`config.mk`:
```
export PLATFORM = sky130hd
export DESIGN_NAME = pulse_gen_top
export DESIGN_NICKNAME = d
export VERILOG_FILES = /design/src/rtl/pulse_pkg.sv /design/src/rtl/pulse_ctrl.sv /design/src/rtl/pulse_dp.sv /design/src/rtl/pulse_gen_top.sv
export SDC_FILE = /design/constraint.sdc
export NUM_CORES = 1
export LEC_CHECK = 0
export ABC_AREA = 1
export ABC_CLOCK_PERIOD_IN_PS = 3700
export BUFFER_PORTS_ARGS = -buffer_cell sky130_fd_sc_hd__buf_4
export CAP_MARGIN = 0
export CORE_MARGIN = 2
export CORE_UTILIZATION = 30
export CTS_BUF_LIST = sky130_fd_sc_hd__clkbuf_8
export CTS_CLUSTER_DIAMETER = 40
export CTS_CLUSTER_SIZE = 20
export DETAILED_ROUTE_END_ITERATION = 10
export PLACE_DENSITY = 0.53
export SYNTH_ARGS = -nofsm -noshare
export SYNTH_HDL_FRONTEND = slang
export SYNTH_SLANG_ARGS = --single-unit
```
`constraint.sdc`:
```
create_clock -name clk -period 3.7 [get_ports clk]
set_input_delay 0.74 -clock clk [delete_from_list [all_inputs] [get_ports clk]]
set_output_delay 0.74 -clock clk [all_outputs]
set_load 0.03 [all_outputs]
```
`src/rtl/pulse_pkg.sv`:
```
package pulse_pkg;
  localparam int PG_LANES = 4;
  localparam int PG_FINE_W = $clog2(PG_LANES);

  typedef struct packed {
    logic                zeroOut;
    logic [PG_LANES-1:0] markLane;
  } pulse_strb_t;
endpackage

```
`src/rtl/pulse_ctrl.sv`:
```
module pulse_ctrl
  import pulse_pkg::*;
#(
  parameter int CNT_W = 16
) (
  input  logic                 clk,
  input  logic                 rstN,
  input  logic                 enable,
  input  logic [CNT_W-1:0]     markCycles,
  input  logic [CNT_W-1:0]     spaceCycles,
  input  logic [PG_FINE_W-1:0] fineCount,
  output pulse_strb_t          strb
);
  logic                 inMark;
  logic [CNT_W-1:0]     idx;
  logic [CNT_W-1:0]     markLat, spaceLat;
  logic [PG_FINE_W-1:0] fineLat;
  logic [CNT_W-1:0]     markLast, spaceLast;

  // zero-length phases behave as one cycle
  assign markLast  = (markLat  == '0) ? '0 : markLat  - CNT_W'(1);
  assign spaceLast = (spaceLat == '0) ? '0 : spaceLat - CNT_W'(1);

  always_ff @(posedge clk) begin
    if (!rstN || !enable) begin
      inMark   <= 1'b1;
      idx      <= '0;
      markLat  <= markCycles;
      spaceLat <= spaceCycles;
      fineLat  <= fineCount;
    end else if (inMark) begin
      if (idx == markLast) begin
        inMark <= 1'b0;
        idx    <= '0;
      end else begin
        idx <= idx + CNT_W'(1);
      end
    end else begin
      if (idx == spaceLast) begin
        inMark   <= 1'b1;
        idx      <= '0;
        markLat  <= markCycles;
        spaceLat <= spaceCycles;
        fineLat  <= fineCount;
      end else begin
        idx <= idx + CNT_W'(1);
      end
    end
  end

  always_comb begin
    strb.zeroOut = !enable;
    for (int i = 0; i < PG_LANES; i++) begin
      if (inMark)
        strb.markLane[i] = 1'b1;
      else if (idx == '0)
        strb.markLane[i] = (i < int'(fineLat));
      else
        strb.markLane[i] = 1'b0;
    end
  end

  // a low enable parks the generator at the mark start
  p_restart_r2: assert property (@(posedge clk) disable iff (!rstN)
    !enable |=> (inMark && idx == '0));
  // mark index never passes the captured length
  p_mark_bound_r3: assert property (@(posedge clk) disable iff (!rstN)
    (enable && inMark) |-> (idx <= markLast));
  // space index never passes the captured length
  p_space_bound_r4: assert property (@(posedge clk) disable iff (!rstN)
    (enable && !inMark) |-> (idx <= spaceLast));
  // mark lanes always form a low-side run
  p_fine_thermo_r5: assert property (@(posedge clk) disable iff (!rstN)
    ((strb.markLane & (strb.markLane + PG_LANES'(1))) == '0));
endmodule

```
`src/rtl/pulse_dp.sv`:
```
module pulse_dp
  import pulse_pkg::*;
#(
  parameter int SAMPLE_W = 16
) (
  input  logic                         clk,
  input  logic                         rstN,
  input  pulse_strb_t                  strb,
  input  logic [SAMPLE_W-1:0]          markLevel,
  input  logic [SAMPLE_W-1:0]          spaceLevel,
  output logic [PG_LANES*SAMPLE_W-1:0] sampleWord
);
  for (genvar g = 0; g < PG_LANES; g++) begin : gLane
    always_ff @(posedge clk) begin
      if (!rstN || strb.zeroOut)
        sampleWord[g*SAMPLE_W +: SAMPLE_W] <= '0;
      else if (strb.markLane[g])
        sampleWord[g*SAMPLE_W +: SAMPLE_W] <= markLevel;
      else
        sampleWord[g*SAMPLE_W +: SAMPLE_W] <= spaceLevel;
    end
  end

  // output word is cleared by reset
  p_reset_zero_r1: assert property (@(posedge clk)
    !rstN |=> (sampleWord == '0));
  // a disabled cycle yields an all-zero word
  p_off_zero_r2: assert property (@(posedge clk) disable iff (!rstN)
    strb.zeroOut |=> (sampleWord == '0));
endmodule

```
`src/rtl/pulse_gen_top.sv`:
```
module pulse_gen_top
  import pulse_pkg::*;
#(
  parameter int SAMPLE_W = 16,
  parameter int CNT_W    = 16,
  localparam int WORD_W  = PG_LANES * SAMPLE_W
) (
  input  logic                 clk,
  input  logic                 rstN,
  input  logic                 enable,
  input  logic [SAMPLE_W-1:0]  markLevel,
  input  logic [SAMPLE_W-1:0]  spaceLevel,
  input  logic [CNT_W-1:0]     markCycles,
  input  logic [CNT_W-1:0]     spaceCycles,
  input  logic [PG_FINE_W-1:0] fineCount,
  output logic [WORD_W-1:0]    sampleWord
);
  pulse_strb_t strb;

  pulse_ctrl #(.CNT_W(CNT_W)) uCtrl (
    .clk(clk), .rstN(rstN), .enable(enable),
    .markCycles(markCycles), .spaceCycles(spaceCycles),
    .fineCount(fineCount), .strb(strb)
  );

  pulse_dp #(.SAMPLE_W(SAMPLE_W)) uDp (
    .clk(clk), .rstN(rstN), .strb(strb),
    .markLevel(markLevel), .spaceLevel(spaceLevel),
    .sampleWord(sampleWord)
  );
endmodule

```
==> summary.txt, run 1 <==
Status: complete, no violations
Crit path max-delay family: simple AND/OR/NAND/NOR gates
Pwr Density: 431 nW/um^2
Hold Fails Final Rpt: 0
Final Cycle Share: 78.0%
Hold Startpoint: markCycles[0]
MaxCap Viol Count: 0
Core Rows: 50
Adder-cell share of the synthesized area: 0.888%
Ordered cell list for the critical path: inv_1, ha_1, nand3_1, nor2_1, nand2_2, nand3_1, nand2_1, a21oi_1, nand2_1, nor2_1, nand2_1, nor2_1, nand2_1, nand2_1, buf_4
Global routing's busiest layer: met2
Post-CTS Setup Bufs: 0
Post-Synthesis Cells: 743
Clk slew on worst S/H paths: 70 ps
Setup violators final: 0
PnR worst setup slack: 815 ps
Starting density of the core: 30.3%
Final GP Congestion: 0.838
Pleak: 3.33 nW
Final Power: 3.15 mW
Vias/cell: 4.71
Unrepaired setup endpoints after global routing: no
CTS tree: built
Worst vdd ir: 0.000224 V
Avg Cell Area, Syn: 7.58 sq um
DP Worst Slack: 793 ps
Layout cells sized above 1: 22.5%
Routing usage on met2: 25.3%
Clk root buf: clkbuf_8
Drt first pass iters: 6
Finished Layout Cells: 1124
CP Launch Type: register
Largest net degree at the start of global routing: 37
Grt met3 use: 3.67%
Number of cells upsized or downsized after cts: 0
Total grt overflow: 0
Mapped cell area: 5630 sq um
Core area: 18600 sq um
Total GRT Usage: 16.3%
Peak Freq: 347 MHz
Port Buffers: 132
DR iter-0 viols: 288
Vias in the first global route: 5028
Min Tclk post-route: 2890 ps
Num Clock Sinks: 115
Hold_ws: 470 ps
Htree depth: 4
Crit end category: register
Synth Area in Simple Gates: 31.3%
Reg-to-reg startpoint: uCtrl.spaceLat[0]$_DFFE_PP_
Post-route setup TNS: 0 ps
Post-Synth XOR/XNOR Area: 0.933%
Measured slew at the worst slew-check pin: 538 ps
Main combinational cell family by area after synthesis: simple AND/OR/NAND/NOR gates
Max Slew Vio Count: 0
Post-CTS Hold Fix Bufs: 0
CP required: 3820 ps
Cell mode on critical path: nand2_1
Drt total wl: 15800 um
Clock buffer count from CTS: 17
CP Launch Point: uCtrl.spaceLat[0]$_DFFE_PP_
Fill count: 1954
CP max stage delay: 380 ps
Min-delay worst type: input pin to register
Max_slew headroom: 64.0%
Synth Register Bits: 115
Post-synthesis net count: 816
First-pass GRT wire length: 25600 um
Inst Count DP: 1092
Initial antenna violation count: 0
Critical path fanouts, max: 34
Antenna cells: 0
Worst Clk Skew: 10.2 ps
WL per Instance: 14.0 um
Clk_lat worst skew: 440 ps
CP Data Arrival Time: 3000 ps
Synth Warn #: 0
IO Count: 133
Post-synthesis compound-gate area fraction: 12.3%
Met1 Usage GRT: 22.4%
Dpl hpwl: 11600 um
Final #Nets: 950
CTS max path bufs: 2
Worst Path Buf+Inv: 2
Area growth from synthesis to layout: 29.6%
Vias: 5289
Post-synthesis mux area share: 0%
# DRC: 0
Post-synthesis sequential area ratio: 46.9%
Kind of critical path: register to register
DRT antenna net count: 0
Die Y: 141 um
Die area: 19900 sq um
Netlist cell types: 32
CP max stage cell: edfxtp_1
Die width: 141 um
-- cells in the final DEF (no fill, tap or decap) --
cell        count
a211oi_1       23
nor3_1          2
ha_1            4
a21oi_1        34
and2_1          1
clkinvlp_4      2
bufinv_16       6
buf_4         139
o21bai_1        4
nor2_2         16
nand3b_1        3
a221oi_1        8
and3_1          1
nand3_2         2
nand3_1        69
nor4_2          1
clkbuf_8       17
xor2_1          6
nor2_4          1
a211oi_2        1
dfxtp_1        81
o21ai_0        45
or2_1           1
nand4_1        25
inv_1          79
a31oi_1         2
nor2_1         98
nand2_4         1
nand2_2         8
edfxtp_1       34
clkinv_2        4
inv_6           2
nand2_1       170
-- area by class of cell --
class	count	area (sq um)	area share (%)
Multi-Input combinational cell	526	2560	35.1
Clock inverter	15	236	3.24
Inverter	78	293	4.01
Timing Repair Buffer	139	1040	14.3
Sequential cell	115	2640	36.2
Clock buffer	17	234	3.20
Tap cell	234	293	4.01
-- worst reg2reg max path: stages, from the launching register on --
cell      delay, ps
edfxtp_1        380
inv_1           130
ha_1            240
nand3_1         170
nor2_1          160
nand2_2         330
nand3_1         220
nand2_1          60
a21oi_1         120
nand2_1          70
nor2_1           80
nand2_1          60
nor2_1           90
nand2_1          70
nand2_1          80
buf_4           280
-- layer usage --
metal / routed length [um] / up-vias / share of wire, %
met3: 597 / 23 / 3.8
li1: - / 2750 / -
met1: 7710 / 2394 / 49
met4: 331 / 0 / 2.1
met5: 0 / - / 0
met2: 7150 / 122 / 45
-- synth_stat cells --
cell type	n	area, sq um
buf_2	5	25.0
a31oi_1	2	12.5
nand2_4	1	11.3
buf_4	1	7.51
a211oi_1	23	173
a211oi_2	1	12.5
a21oi_1	34	170
o21ai_0	45	225
nand3_1	69	345
nand3_2	2	20.0
nand2_2	8	50.1
nand3b_1	3	22.5
xor2_1	6	52.6
and3_1	1	6.26
nor4_2	1	12.5
buf_6	3	33.8
nor2_4	1	11.3
and2_1	1	6.26
buf_12	1	20.0
a221oi_1	8	70.1
dfxtp_1	81	1620
edfxtp_1	34	1020
nor2_2	16	100
ha_1	4	50.1
inv_1	78	293
nor3_1	2	10.0
o21bai_1	4	30.0
clkbuf_1	14	52.6
or2_1	1	6.26
nand4_1	25	156
nor2_1	98	368
nand2_1	170	638
-- sequential cells by signal (all words and copies together) (netlist names) --
register	count
uDp.sampleWord	64
uCtrl.idx	16
uCtrl.fineLat	2
uCtrl.markLat	16
uCtrl.spaceLat	16
uCtrl.inMark	1
-- stage by stage --
stage	utilization [%]	cell area [sq um]
5_1_grt	39.3	7300
3_3_place_gp	36.8	6830
2_1_floorplan	-	5630
6_report	39.3	7300
3_5_place_dp	36.8	6830
4_1_cts	39.3	7300
-- report_power, final --
part | total, mW | internal, mW | switching, mW | leakage [nW]
sequential | 1.39 | 1.35 | 0.0320 | 1.01
combinational | 0.361 | 0.145 | 0.215 | 2.08
clock | 1.40 | 0.866 | 0.537 | 0.237
total | 3.15 | 2.37 | 0.785 | 3.33
-- cell families after synthesis --
kind of cell             Yosys count
AO/OA/AOI/OAI                    117
AND/OR/NAND/NOR                  399
XOR/XNOR                           6
buffers and inverters            102
flip-flops                       115
adder cells (fa/ha/maj)            4
-- path summary, 6_finish.rpt --
check,end,slack [ps],depth (start not counted)
max,uCtrl.markLat[4]$_DFFE_PP_,810,15
min,uCtrl.markLat[0]$_DFFE_PP_,470,1
max reg2reg,uCtrl.markLat[4]$_DFFE_PP_,810,15
min reg2reg,uCtrl.idx[15]$_SDFF_PP0_,640,3
Power figures use the tool's default switching activity.
==> run 2: changes to the inputs <==
--- a/config.mk
+++ b/config.mk
@@ -5,8 +5,8 @@
 export SDC_FILE = /design/constraint.sdc
 export NUM_CORES = 1
 export LEC_CHECK = 0
-export ABC_AREA = 1
-export ABC_CLOCK_PERIOD_IN_PS = 3700
+export ABC_AREA = 0
+export ABC_CLOCK_PERIOD_IN_PS = 2400
 export BUFFER_PORTS_ARGS = -buffer_cell sky130_fd_sc_hd__buf_4
 export CAP_MARGIN = 0
 export CORE_MARGIN = 2
@@ -15,7 +15,7 @@
 export CTS_CLUSTER_DIAMETER = 40
 export CTS_CLUSTER_SIZE = 20
 export DETAILED_ROUTE_END_ITERATION = 10
-export PLACE_DENSITY = 0.53
+export PLACE_DENSITY = 0.54
 export SYNTH_ARGS = -nofsm -noshare
 export SYNTH_HDL_FRONTEND = slang
 export SYNTH_SLANG_ARGS = --single-unit
==> constraint.sdc (replaced) <==
create_clock -name clk -period 2.4 [get_ports clk]
set_input_delay 0.48 -clock clk [delete_from_list [all_inputs] [get_ports clk]]
set_output_delay 0.48 -clock clk [all_outputs]
set_load 0.03 [all_outputs]
==> summary.txt, run 2 <==
PnR worst setup slack: -657 ps
Crit end category: register
Hold_ws: 211 ps
CTS max path bufs: 2
Failing checks: setup timing
Ys flop type: dfxtp_1
Synth Warn #: 0
Measured slew at the worst slew-check pin: 663 ps
Post-synthesis sequential area ratio: 45.0%
Dpl hpwl: 12900 um
Share of synthesized registers carrying an async set or reset: 0%
Vias/cell: 4.92
Largest area contributor in the netlist: dfxtp_1
Starting density of the core: 30.4%
Max reg flops: 64
Unrepaired setup endpoints after global routing: yes
DR iter-0 viols: 243
Setup crit end: uCtrl.spaceLat[1]$_DFFE_PP_
Post-synthesis net count: 654
Area growth from synthesis to layout: 44.0%
Clk root buf: clkbuf_8
Mapped cell area: 5880 sq um
Clk pwr share: 37.0%
Core area: 19300 sq um
Synth top area share: 27.6%
CTS tree: built
WL per Instance: 16.4 um
Total grt overflow: 0
Biggest register: uDp.sampleWord
Multi-input gate area: 3130 sq um
MaxCap Viol Count: 0
# DRC: 0
Most common cell after layout, fill and taps aside: buf_4
Clk_lat worst skew: 450 ps
Die Y: 144 um
Register area: 2640 sq um
Min-delay worst type: input pin to register
Internal power: 3.40 mW
Pwr Density: 581 nW/um^2
Clk slew on worst S/H paths: 80 ps
Hold path depth: 1
Final Power: 4.92 mW
Synth Register Bits: 115
Avg Cell Area, Syn: 10.1 sq um
CP required: 2560 ps
Switch share: 30.8%
Most frequent cells in the layout: 236 x buf_4, 84 x nor2_1, 81 x dfxtp_1
Drt total wl: 17700 um
CP Launch Type: register
Layout cells sized above 1: 40.6%
Netlist cell types: 78
Die area: 20700 sq um
Final #Nets: 878
Die width: 144 um
Final GP Congestion: 0.897
Vias: 5331
Reg2reg path depth: 11
Post-synth EDFFs: 34
Initial antenna violation count: 0
DRT antenna net count: 0
Fill count: 1878
Reg-to-reg startpoint: uCtrl.spaceLat[1]$_DFFE_PP_
CP Data Arrival Time: 3210 ps
Post-route setup TNS: -31470 ps
Status: complete, but fails checks
Port Buffers: 132
CP Launch Point: uCtrl.spaceLat[1]$_DFFE_PP_
Psw: 1.52 mW
Reg2Reg Capture Point: uCtrl.spaceLat[1]$_DFFE_PP_
Final Cycle Share: 127%
Peak Freq: 327 MHz
Fin util: 43.8%
Setup violators final: 51
DP Worst Slack: -726 ps
Vias in the first global route: 5408
Total GRT Usage: 17.3%
IO Count: 133
Post-CTS Hold Fix Bufs: 0
Gate power share: 18.7%
Antenna cells: 0
Clock buffer count from CTS: 17
First-pass GRT wire length: 28000 um
Critical path fanouts, max: 13
Drt first pass iters: 4
Max_slew headroom: 55.8%
Sequential power share: 44.3%
Min Tclk post-route: 3060 ps
Worst vdd ir: 0.000357 V
Worst Clk Skew: 14.6 ps
Reg2Reg Setup Slack: -660 ps
Max Slew Vio Count: 0
Post-Synthesis Cells: 581
Kind of critical path: register to register
Htree depth: 4
Largest net degree at the start of global routing: 65
Pleak: 3.62 nW
Most common library cells after synthesis: 86 x nor2_1, 81 x dfxtp_1, 68 x mux2i_1
Count leader, synth: nor2_1
Num Clock Sinks: 115
Core Rows: 51
Area contributors post-synth: dfxtp_1 28%, edfxtp_1 17%, mux2i_1 12%, nor2_1 5.5%, xnor2_1 3.1%
Hold Fails Final Rpt: 0
[run 2: cell types whose count changed in the layout (fill, tap and decap cells not counted), moves of 13 or more]
cell	previous run	this run
mux2i_1	0	67
a211oi_1	23	4
nand2_1	170	14
nand3_1	69	11
nor2_1	98	84
o21ai_0	45	9
xnor2_1	0	21
nor2_2	16	2
inv_1	79	15
a21oi_1	34	13
buf_4	139	236
nor4_1	0	13
[run 2: how the worst min path moves through the flow]
stage | startpoint | endpoint
2_1_floorplan | uCtrl.idx[10]$_SDFF_PP0_ | uCtrl.idx[10]$_SDFF_PP0_
3_3_place_gp | uCtrl.idx[0]$_SDFF_PP0_ | uCtrl.idx[0]$_SDFF_PP0_
3_5_place_dp | uCtrl.idx[0]$_SDFF_PP0_ | uCtrl.idx[0]$_SDFF_PP0_
4_1_cts | markCycles[11] | uCtrl.markLat[11]$_DFFE_PP_
5_1_grt | markCycles[11] | uCtrl.markLat[11]$_DFFE_PP_
6_report | markCycles[3] | uCtrl.markLat[3]$_DFFE_PP_
[run 2: kinds of logic (layout without fill, tap and decap cells)]
kind of cell / Yosys count / count (layout) / share of synthesized area [%]
buffers and inverters: 56 / 293 / 4.94
XOR/XNOR: 41 / 41 / 6.88
multiplexers: 69 / 69 / 11.8
adder cells (fa/ha/maj): 4 / 4 / 0.851
flip-flops: 115 / 115 / 45.0
AND/OR/NAND/NOR: 208 / 208 / 19.4
AO/OA/AOI/OAI: 88 / 88 / 11.2
[run 2: area by class of cell]
type | instances | share of cell area [%]
inverter | 16 | 0.710
timing repair buffer | 245 | 22.6
clock buffer | 17 | 2.76
clock inverter | 15 | 1.76
tap | 265 | 3.92
multi-input combinational | 410 | 37.0
sequential | 115 | 31.2
[run 2: worst max-delay path, cell delays in order, from the launching register on]
cell	delay, ps
edfxtp_1	400
inv_2	90
ha_4	130
or4b_4	520
nor4_4	210
buf_4	180
a21oi_1	70
a22o_1	240
a2111o_1	390
o21ai_4	160
and2_4	240
buf_12	160
[run 2: power by group through the flow]
stage / Combinational (mW) / Clock (mW) / Sequential (mW)
final: 0.922 / 1.82 / 2.18
after global routing: 0.997 / 1.95 / 2.19
after CTS: 0.904 / 1.87 / 2.18
after detailed placement: 0.883 / 0 / 2.22
after global placement: 0.873 / 0 / 2.22
after floorplan: 0.368 / 0 / 2.30
[run 2: what timing repair did]
action,in CTS,in global routing
endpoints found under the setup margin,51,68
setup buffers,5,5
cloned,0,0
resized for setup,16,18
pin swaps,5,6
[run 2: through the flow]
stage          std cells  cell area [sq um]
5_1_grt             1083               8460
4_1_cts             1078               8340
3_3_place_gp        1041               7840
3_5_place_dp        1041               7840
2_1_floorplan        581               5920
6_report            1083               8460
[run 2: per-layer routing]
layer | share of wire [%] | vias to the layer above | GRT usage [%]
met1 | 44 | 2584 | 21.3
met4 | 0.69 | 0 | 4.08
met3 | 7.6 | 11 | 6.52
li1 | - | 2584 | -
met5 | 0 | - | 0
met2 | 47 | 152 | 28.7
==> run 3: changes to the inputs <==
--- a/config.mk
+++ b/config.mk
@@ -11,7 +11,7 @@
 export CAP_MARGIN = 0
 export CORE_MARGIN = 2
 export CORE_UTILIZATION = 30
-export CTS_BUF_LIST = sky130_fd_sc_hd__clkbuf_8
+export CTS_BUF_LIST = sky130_fd_sc_hd__clkbuf_4 sky130_fd_sc_hd__clkbuf_8
 export CTS_CLUSTER_DIAMETER = 40
 export CTS_CLUSTER_SIZE = 20
 export DETAILED_ROUTE_END_ITERATION = 10
==> summary.txt, run 3 (synthesis results as in run 2) <==
Finished Layout Cells: 1083
Clk_lat worst skew: 450 ps
Area growth from synthesis to layout: 44.0%
Vias in the first global route: 5413
Inst Count DP: 1041
Gate power share: 18.6%
Most common cell after layout, fill and taps aside: buf_4
Clk slew on worst S/H paths: 80 ps
Num Clock Sinks: 115
Core area: 19300 sq um
# DRC: 0
Post-route setup TNS: -31490 ps
Clk root buf: clkbuf_8
First-pass GRT wire length: 27900 um
Kind of critical path: register to register
Initial antenna violation count: 0
Internal power: 3.42 mW
Setup violators final: 51
Failing checks: setup timing
Min Tclk post-route: 3060 ps
Die Y: 144 um
Drt total wl: 17600 um
Final Power: 4.93 mW
Clock buffer count from CTS: 17
CP required: 2560 ps
Biggest register: uDp.sampleWord
Design area: 8460 sq um
Worst vdd ir: 0.000351 V
CTS max path bufs: 2
PnR worst setup slack: -656 ps
Worst Clk Skew: 14.6 ps
Ordered cell list for the critical path: inv_2, ha_4, or4b_4, nor4_4, buf_4, a21oi_1, a22o_1, a2111o_1, o21ai_4, and2_4, buf_12
Total GRT Usage: 17.2%
CP max stage cell: or4b_4
MaxCap Viol Count: 0
Vias/cell: 4.92
Vias: 5329
Final Cycle Share: 127%
Measured slew at the worst slew-check pin: 663 ps
Starting density of the core: 30.4%
Largest net degree at the start of global routing: 65
Max Slew Vio Count: 0
Switch share: 30.7%
Die area: 20700 sq um
Drt first pass iters: 5
Core Rows: 51
Crit path max-delay family: simple AND/OR/NAND/NOR gates
Port Buffers: 132
Crit end category: register
DRT antenna net count: 0
Layout cells sized above 1: 40.5%
Peak Freq: 327 MHz
Max reg flops: 64
Unrepaired setup endpoints after global routing: yes
Worst Path Buf+Inv: 3
Hold Fails Final Rpt: 0
Critical path fanouts, max: 13
Max_slew headroom: 55.8%
Status: complete, but fails checks
CP Launch Type: register
WL per Instance: 16.3 um
Pwr Density: 583 nW/um^2
Post-placement cell area: 7840 sq um
Antenna cells: 0
CP max stage delay: 520 ps
IO Count: 133
CTS tree: built
Most frequent cells in the layout: 236 x buf_4, 85 x nor2_1, 81 x dfxtp_1
Dpl hpwl: 12900 um
CP Data Arrival Time: 3210 ps
Final GP Congestion: 0.897
DR iter-0 viols: 219
Final #Nets: 878
Total grt overflow: 0
Psw: 1.51 mW
Htree depth: 4
Die width: 144 um
Clk pwr share: 37.1%
Pleak: 3.62 nW
Min-delay worst type: input pin to register
Sequential power share: 44.2%
-- run 3: cell count changes in the layout (fill, tap and decap cells not counted), sizes merged --
cell and delta:
clkbuf +1, inv -1
-- run 3: timing repair --
| item | CTS | global route |
|---|---|---|
| pin swaps | 5 | 6 |
| hold buffers | 0 | 0 |
| gates resized for setup | 16 | 16 |
| setup endpoints to repair | 51 | 69 |
| setup buffers | 5 | 5 |
-- run 3: layout make-up --
class | instances | area [sq um]
clock buffer | 18 | 241
clock inverter | 14 | 145
fill | 1879 | 10900
inverter | 16 | 60.1
multi-input combinational | 410 | 3120
sequential | 115 | 2640
tap | 265 | 332
timing repair buffer | 245 | 1920
-- run 3: final timing paths --
| path | from | to | slack [ps] | cells after the start |
|---|---|---|---|---|
| worst max-delay path | uCtrl.spaceLat[1]$_DFFE_PP_ | uCtrl.spaceLat[1]$_DFFE_PP_ | -660 | 11 |
| worst min-delay path | markCycles[3] | uCtrl.markLat[3]$_DFFE_PP_ | 210 | 1 |
| worst max register to register | uCtrl.spaceLat[1]$_DFFE_PP_ | uCtrl.spaceLat[1]$_DFFE_PP_ | -660 | 11 |
| worst min register to register | uCtrl.idx[0]$_SDFF_PP0_ | uCtrl.idx[0]$_SDFF_PP0_ | 630 | 1 |
-- run 3: power groups by stage --
| stage | Clock [mW] | Sequential, mW | Combinational (mW) |
|---|---|---|---|
| after floorplan | 0 | 2.30 | 0.368 |
| after global placement | 0 | 2.22 | 0.873 |
| after detailed placement | 0 | 2.22 | 0.883 |
| after CTS | 1.89 | 2.18 | 0.904 |
| after global routing | 1.97 | 2.19 | 0.994 |
| final | 1.83 | 2.18 | 0.918 |
-- run 3: stage by stage --
step                worst slack [ps]  hold WS [ps]  utilization (%)
finish                          -656           211             43.8
global route                    -761           169             43.8
CTS                             -665           171             43.1
detailed placement              -726           615             40.6
global placement                -704           625             40.6
floorplan                      -1160           570                -
-- run 3: metal layers --
| layer | part of all wire (%) | GRT usage [%] |
|---|---|---|
| met1 | 44 | 21.3 |
| met2 | 47 | 28.6 |
| met3 | 7.6 | 6.49 |
| met4 | 0.66 | 4.08 |
| met5 | 0 | 0 |
